$ cat config.mk
export PLATFORM = sky130hd
export DESIGN_NAME = rtc_periodic_irq
export DESIGN_NICKNAME = d
export VERILOG_FILES = /design/src/rtl/rtc_pirq_pkg.sv /design/src/rtl/rtc_pirq_decode.sv /design/src/rtl/rtc_pirq_phase.sv /design/src/rtl/rtc_pirq_flag.sv /design/src/rtl/rtc_periodic_irq.sv
export SDC_FILE = /design/constraint.sdc
export NUM_CORES = 1
export LEC_CHECK = 0
export CORE_AREA = 2 2 39 41
export CTS_BUF_LIST = sky130_fd_sc_hd__clkbuf_16
export CTS_CLUSTER_SIZE = 8
export DETAILED_ROUTE_END_ITERATION = 10
export DIE_AREA = 0 0 41 43
export PLACE_DENSITY = 0.53
export SYNTH_ARGS = -nofsm -noshare
export SYNTH_HDL_FRONTEND = slang
export SYNTH_HIERARCHICAL = 1
export SYNTH_SLANG_ARGS = --single-unit
$ cat constraint.sdc
create_clock -name clk -period 1 [get_ports clk]
set_input_delay 0.2 -clock clk [delete_from_list [all_inputs] [get_ports clk]]
set_output_delay 0.2 -clock clk [all_outputs]
set_load 0.05 [all_outputs]
$ cat src/rtl/rtc_pirq_pkg.sv
package rtc_pirq_pkg;

  localparam int unsigned SEL_W = 3;

  typedef enum logic [1:0] {
    PI_OFF   = 2'd0,
    PI_PULSE = 2'd1,
    PI_LEVEL = 2'd2
  } pi_kind_e;

  // src: 0 second, 1 minute, 2 hour, 3 month
  typedef struct packed {
    pi_kind_e   kind;
    logic       fast;
    logic [1:0] src;
  } pi_cfg_t;

endpackage

$ cat src/rtl/rtc_pirq_decode.sv
module rtc_pirq_decode
  import rtc_pirq_pkg::*;
(
  input  logic [SEL_W-1:0] sel,
  output pi_cfg_t          cfg
);

  always_comb begin
    cfg.kind = PI_OFF;
    cfg.fast = 1'b0;
    cfg.src  = 2'd0;
    unique case (sel)
      3'b001: begin cfg.kind = PI_PULSE; cfg.fast = 1'b1; end
      3'b010: begin cfg.kind = PI_PULSE; cfg.fast = 1'b0; end
      3'b011: begin cfg.kind = PI_LEVEL; cfg.src = 2'd0; end
      3'b100: begin cfg.kind = PI_LEVEL; cfg.src = 2'd1; end
      3'b101: begin cfg.kind = PI_LEVEL; cfg.src = 2'd2; end
      3'b110: begin cfg.kind = PI_LEVEL; cfg.src = 2'd3; end
      default: begin cfg.kind = PI_OFF; end
    endcase
  end

endmodule

$ cat src/rtl/rtc_pirq_phase.sv
module rtc_pirq_phase #(
  parameter int unsigned PHASE_W = 2
) (
  input  logic               clk,
  input  logic               rst_n,
  input  logic               sub_tick,
  input  logic               sec_roll,
  output logic [PHASE_W-1:0] phase_d,
  output logic [PHASE_W-1:0] phase_q
);

  logic ph_en;

  always_comb begin
    ph_en   = sub_tick | sec_roll;
    phase_d = phase_q;
    if (sec_roll)      phase_d = '0;
    else if (sub_tick) phase_d = phase_q + 1'b1;
  end

  always_ff @(posedge clk or negedge rst_n) begin
    if (!rst_n)     phase_q <= '0;
    else if (ph_en) phase_q <= phase_d;
  end

  // second advance realigns the phase
  a_r5_sec_realign: assert property (@(posedge clk) disable iff (!rst_n)
    sec_roll |=> (phase_q == '0));

  // sub-tick steps the phase by one
  a_r5_phase_step: assert property (@(posedge clk) disable iff (!rst_n)
    (sub_tick && !sec_roll) |=> (phase_q == PHASE_W'($past(phase_q) + 1'b1)));

endmodule

$ cat src/rtl/rtc_pirq_flag.sv
module rtc_pirq_flag
  import rtc_pirq_pkg::*;
#(
  parameter int unsigned PHASE_W = 2
) (
  input  logic               clk,
  input  logic               rst_n,
  input  pi_cfg_t            cfg,
  input  logic [PHASE_W-1:0] phase_nxt,
  input  logic [3:0]         roll_vec,
  input  logic               wr_en,
  input  logic               wr_data,
  output logic               flag_q
);

  logic set_hit;
  logic clr_hit;
  logic wave;
  logic flag_d;

  always_comb begin
    set_hit = roll_vec[cfg.src];
    clr_hit = wr_en & ~wr_data;
    wave    = cfg.fast ? ~phase_nxt[PHASE_W-2] : ~phase_nxt[PHASE_W-1];
    unique case (cfg.kind)
      PI_PULSE: flag_d = wave;
      PI_LEVEL: flag_d = set_hit | (flag_q & ~clr_hit);
      default:  flag_d = 1'b0;
    endcase
  end

  always_ff @(posedge clk or negedge rst_n) begin
    if (!rst_n) flag_q <= 1'b0;
    else        flag_q <= flag_d;
  end

  // disabled selection forces the flag low next cycle
  a_r2_off_clears: assert property (@(posedge clk) disable iff (!rst_n)
    (cfg.kind == PI_OFF) |=> !flag_q);

  // latched flag holds without set or clearing write
  a_r7_level_hold: assert property (@(posedge clk) disable iff (!rst_n)
    (cfg.kind == PI_LEVEL && !roll_vec[cfg.src] && !(wr_en && !wr_data))
      |=> $stable(flag_q));

  // a set strobe wins over a clear in the same cycle
  a_r8_set_wins: assert property (@(posedge clk) disable iff (!rst_n)
    (cfg.kind == PI_LEVEL && roll_vec[cfg.src]) |=> flag_q);

endmodule

$ cat src/rtl/rtc_periodic_irq.sv
module rtc_periodic_irq
  import rtc_pirq_pkg::*;
#(
  parameter int unsigned PHASE_W = 2,
  parameter int unsigned N_ALARM = 2
) (
  input  logic               clk,
  input  logic               rst_n,
  input  logic [SEL_W-1:0]   cyc_sel,
  input  logic               sub_tick,
  input  logic               sec_roll,
  input  logic               min_roll,
  input  logic               hour_roll,
  input  logic               mon_roll,
  input  logic               flag_wr,
  input  logic               flag_wdata,
  input  logic [N_ALARM-1:0] alarm_req,
  output logic               ct_flag,
  output logic               irq_n
);

  logic [1:0]         rs_q;
  logic               rst_core_n;
  pi_cfg_t            cfg;
  logic [PHASE_W-1:0] phase_d;
  logic [PHASE_W-1:0] phase_q;
  logic [3:0]         roll_vec;

  always_ff @(posedge clk or negedge rst_n) begin
    if (!rst_n) rs_q <= 2'b00;
    else        rs_q <= {rs_q[0], 1'b1};
  end
  assign rst_core_n = rs_q[1];

  assign roll_vec = {mon_roll, hour_roll, min_roll, sec_roll};

  rtc_pirq_decode u_decode (
    .sel (cyc_sel),
    .cfg (cfg)
  );

  rtc_pirq_phase #(.PHASE_W(PHASE_W)) u_phase (
    .clk      (clk),
    .rst_n    (rst_core_n),
    .sub_tick (sub_tick),
    .sec_roll (sec_roll),
    .phase_d  (phase_d),
    .phase_q  (phase_q)
  );

  rtc_pirq_flag #(.PHASE_W(PHASE_W)) u_flag (
    .clk       (clk),
    .rst_n     (rst_core_n),
    .cfg       (cfg),
    .phase_nxt (phase_d),
    .roll_vec  (roll_vec),
    .wr_en     (flag_wr),
    .wr_data   (flag_wdata),
    .flag_q    (ct_flag)
  );

  assign irq_n = ~(ct_flag | (|alarm_req));

  // in 1 Hz square-wave mode the flag tracks the phase MSB
  a_r4_onehz_track: assert property (@(posedge clk) disable iff (!rst_core_n)
    (cyc_sel == 3'b010) |=> (ct_flag == ~phase_q[PHASE_W-1]));

endmodule

# --- Yosys cells after proc, flatten, opt, wreduce, memory -nomap -nowiden ---
# Index checks and enable logic that the tools add are counted.
totals:
  out_inout_bits: 2
  reg_bits: 5
  wordCells: 35
  input_bits: 14
op_classes:
  bitwise_logic: 10
  reduce_logical: 3
  mux: 9
  magnitude_cmp: 1
  eq_ne: 8
  add_sub_neg: 1
op_table:
  columns: ["operator", "n"]
  rows:
  - ["equality test 3 bit (second input constant)", 3]
  - ["equality test 3 x 2 -> 1 bit (second input constant)", 2]
  - ["one-hot mux 2 bit (3 select lines)", 1]
  - ["inverter 1 bit", 5]
  - ["2-to-1 mux 2 bit", 2]
  - ["one-hot mux 2 bit (2 select lines)", 1]
  - ["OR reduction 2 bit", 2]
  - ["OR reduction 4 bit", 1]
  - ["equality test 3 x 1 -> 1 bit (second input constant)", 1]
  - ["less-than comparator 2 x 3 -> 1 bit (second input constant)", 1]
  - ["2-to-1 mux 1 bit", 3]
  - ["bitwise OR 1 bit", 3]
  - ["adder 2 x 1 -> 2 bit (second input constant)", 1]
  - ["bitwise AND 1 bit", 2]
  - ["binary-select mux 1 bit (select 2 bit)", 1]
  - ["equality test 2 x 1 -> 1 bit (second input constant)", 1]
  - ["equality test 2 bit (second input constant)", 1]
  - ["one-hot mux 1 bit (2 select lines)", 1]

# --- Logic depth before layout (Yosys ltp) ---
logic_depth:
  depth_word: 6
  depth_mapped: 6
  ltp_nobuf: 6

# --- Modules after synthesis ---
# Netlist, hierarchy kept.
modules_own_cells:
  columns: ["mod", "cells_per_inst", "n_inst", "seq_area_each_um2", "area_each_um2"]
  rows:
  - ["rtc_pirq_flag", 11, 1, 25.0, 121.4]
  - ["rtc_pirq_phase", 9, 1, 50.0, 93.8]
  - ["rtc_periodic_irq", 4, 1, 50.0, 63.8]
  - ["rtc_pirq_decode", 7, 1, 0.0, 50.0]

# --- Worst setup path after synthesis ---
# OpenSTA, ideal clock, no wires.
synth_path:
  path_kind: "register -> output"
  start: "register u_flag.flag_q"
  end: "output irq_n"
  n_path_buf: 0
  arrival_time_ns: 1.256
  required_time_ns: 0.800
  path_slack_ns: -0.456
  path_stages_with_launch: 2
  cell_sequence: "dfrtp_1 > nor3_2"
synth_between:
  elab_chain_len: 2
synth_lines:
  columns: ["item", "line_no", "rtl"]
  rows:
  - ["start: declaration", "rtc_pirq_flag.sv:13", "output logic flag_q"]
  - ["start signal: assignment", "rtc_pirq_flag.sv:34", "else flag_q <= flag_d;"]
  - ["bitwise OR 1 bit", "rtc_periodic_irq.sv:62", "assign irq_n = ~(ct_flag | (|alarm_req));"]
  - ["inverter 1 bit", "rtc_periodic_irq.sv:62", null]
  - ["end: declaration", "rtc_periodic_irq.sv:19", "output logic irq_n"]
# Every way passes these cells.

==> results.yml <==
run_status:
  status: "complete, but fails checks"
  violations: "setup timing"
global_route:
  first_global_vias: 314
  grt-ovfl-total: 0
  grt_first_pass_wirelength_mm: 1.207
  grt_max_degree: 5
  grtUsageTotal_pct: 11.12
  grt_antenna_before_repair: 0
placed_design:
  place_ws_ps: -795.2
  hpwl_um: 596.1
  gp_congestion: 0.6383
  post-place-cells: 68
  portBuffers: 15
critical_path:
  cp.arrival_ps: 1400
  crit_buf_inv: 1
  critical-path-top-delay-family: "multiplexers"
  worst-setup-path-type: "input port to flip-flop"
  critPathRequiredTime_ps: 1110
  slowest_stage: "mux4_2"
  path_max_fanout: 4
  end_kind: "flip-flop"
  startpoint_type: "input port"
  path_cells: "clkdlybuf4s15_1, and2b_1, mux4_2, a221oi_2, nor3_1"
  slowest_delay_ps: 500
finish:
  seq_area_um2: 126.4
  nNetsFinal: 74
  area.growth.synth_to_final_pct: 106.1
  drive_gt1_share_pct: 36.84
  multi_input_area_um2: 225.2
  antenna_cells: 0
  final.fill_count: 135
  fin_cells: 73
sta:
  fin_crit_sh_pct: 129.9
  finalHoldViolCount: 0
  finalWorstSetupSlack_ps: -298.6
  max_freq_ghz: 0.7701
  setup_tns_ps: -594.8
  finClkSkew_ps: 3.656
  setup_viol: 3
  finalMaxSlewViolations: 0
  period_minus_slack_ps: 1299
  rsz0062_at_grt: "true"
synth:
  yosysUniqueCellTypes: 20
  synth_top_cell_area_share_pct: 38.02
  synth_fp_nets: 47
  synth_area_leaders: "dfrtp_1, ha_1, mux4_2"
  syn_area_um2: 329.1
  ys_seq_area_share_pct: 38.02
  syn_avg_cell_area_um2: 10.62
  ys_ff_latch: 5
  netlist_instances: 31
  yosysTopAreaCell: "dfrtp_1"
  ys_warn_count: 6
drt:
  via_per_inst: 4.233
  via_count: 309
  routed_wl_um: 780
  routedWlPerCell_um: 10.68
  drt_first_pass_iters: 2
  drc_errors: 0
  drt_iter0_drc: 1
  ant_nets: 0
clocking:
  cts_made_buffers: 3
  clk_pin_slew_ps: 30
  postCtsHoldBufs: 0
  clkLatencyLatePin_ps: 230
  htree_levels: 1
  root_buffer: "clkbuf_16"
  cts_sinks: 5
  cts_buffer_depth: 2
  cts_tree: "done"
floorplanning:
  io_pins: 16
  die_y_um: 43
  initial_core_util_pct: 23.78
  core_area_mm2: 0.001384
  rows: 14
  die_w_um: 41
  dieArea_mm2: 0.001763
pwr:
  vdd_drop_max_mv: 1.211
  p_per_area_mw_per_mm2: 1695
  p_total_uw: 1149
  p_leak_uw: 0.0003064
run:
  max_cap_violations: 0
hold_path:
  holdCritPathClass: "flip-flop to async pin"
-- flip-flops by register name (all words and copies together), names as in the netlist --
name,flops
u_phase/phase_q,2
rs_q,2
u_flag/flag_q,1
-- cells by family (layout without fill, tap and decap cells) --
logic type,Yosys count,after routing,synth area share [%]
and+or+nand+nor,11,11,20.91
AOI/OAI and AO/OA,5,5,12.16
DFF,5,5,38.02
xor gates and xnor gates,3,3,7.986
adders and majority gates,2,2,7.603
muxes,2,2,9.886
buffers and inverters,2,28,2.282
other,1,1,1.140
-- area by class of cell --
| class | instances | share of cell area [%] |
|---|---|---|
| tap | 16 | 2.952 |
| sequential | 5 | 18.63 |
| multi-input combinational | 24 | 33.21 |
| timing repair buffer | 22 | 32.47 |
| clock buffer | 3 | 11.07 |
| clock inverter | 1 | 0.5535 |
| inverter | 2 | 1.107 |
-- where the power goes --
group | switching, µW | total (µW) | internal (µW)
clock network | 132 | 650 | 518
logic | 105 | 262 | 156
registers | 16.5 | 237 | 221
-- worst paths after layout --
check                                   startpoint  slack [ps]            endpoint  cells after the start
max in group asynchronous                    rst_n         750             rs_q[0]                      1
worst min-delay path                       rs_q[1]          40  u_phase/phase_q[1]                      0
min in group clk                           rs_q[0]         340             rs_q[1]                      0
worst max-delay path                    cyc_sel[0]        -300       u_flag/flag_q                      5
worst max register to register  u_phase/phase_q[0]        -290       u_flag/flag_q                      5
worst min register to register             rs_q[1]          40  u_phase/phase_q[1]                      0
-- placed cells by master (no fill, tap or decap), drive strengths merged, types with 2 or more instances in the layout --
cell type      instances
inv                    3
ha                     2
clkdlybuf4s50          7
nor3                   2
dfrtp                  5
a21oi                  3
clkbuf                 3
dlygate4sd2            5
buf                    9
xnor2                  2
and2b                  2
nor2                   2
-- cell usage after synthesis --
cell and number:
nand2b_1 1, nor2_1 2, dfrtp_1 5, a21oi_1 3, nor3_2 1, conb_1 1, xor2_1 1, nor3_1 1
xnor2_1 2, nor3b_1 1, and2_1 1, a21bo_1 1, mux4_2 1, a221oi_2 1, inv_1 2, mux2i_1 1
nand3b_1 1, ha_1 2, nand2_1 1, and2b_1 2
-- timing repair --
item | in CTS | in global routing
endpoints found under the hold margin | 0 | 0
setup buffers | 1 | 0
setup endpoints to repair | 3 | 3
gates resized for setup | 11 | 2
pin swaps | 3 | 0
-- metal layers --
metal  GRT usage [%]  routed length, µm
met5               0                  0
met4           8.000                 15
met3           6.806                 72
met2           15.94                360
met1           11.18                331
-- per-stage QoR --
step | cell area, µm² | utilization (%) | hold WS, ps
detailed placement | 571.8 | 41.32 | 44.20
floorplan | 336.6 | - | -95.59
finish | 678.2 | 49.01 | 39.12
global placement | 571.8 | 41.32 | 42.81
CTS | 670.6 | 48.46 | 45.17
global route | 678.2 | 49.01 | 53.81
Note: power is estimated with default switching activity, not from simulation.
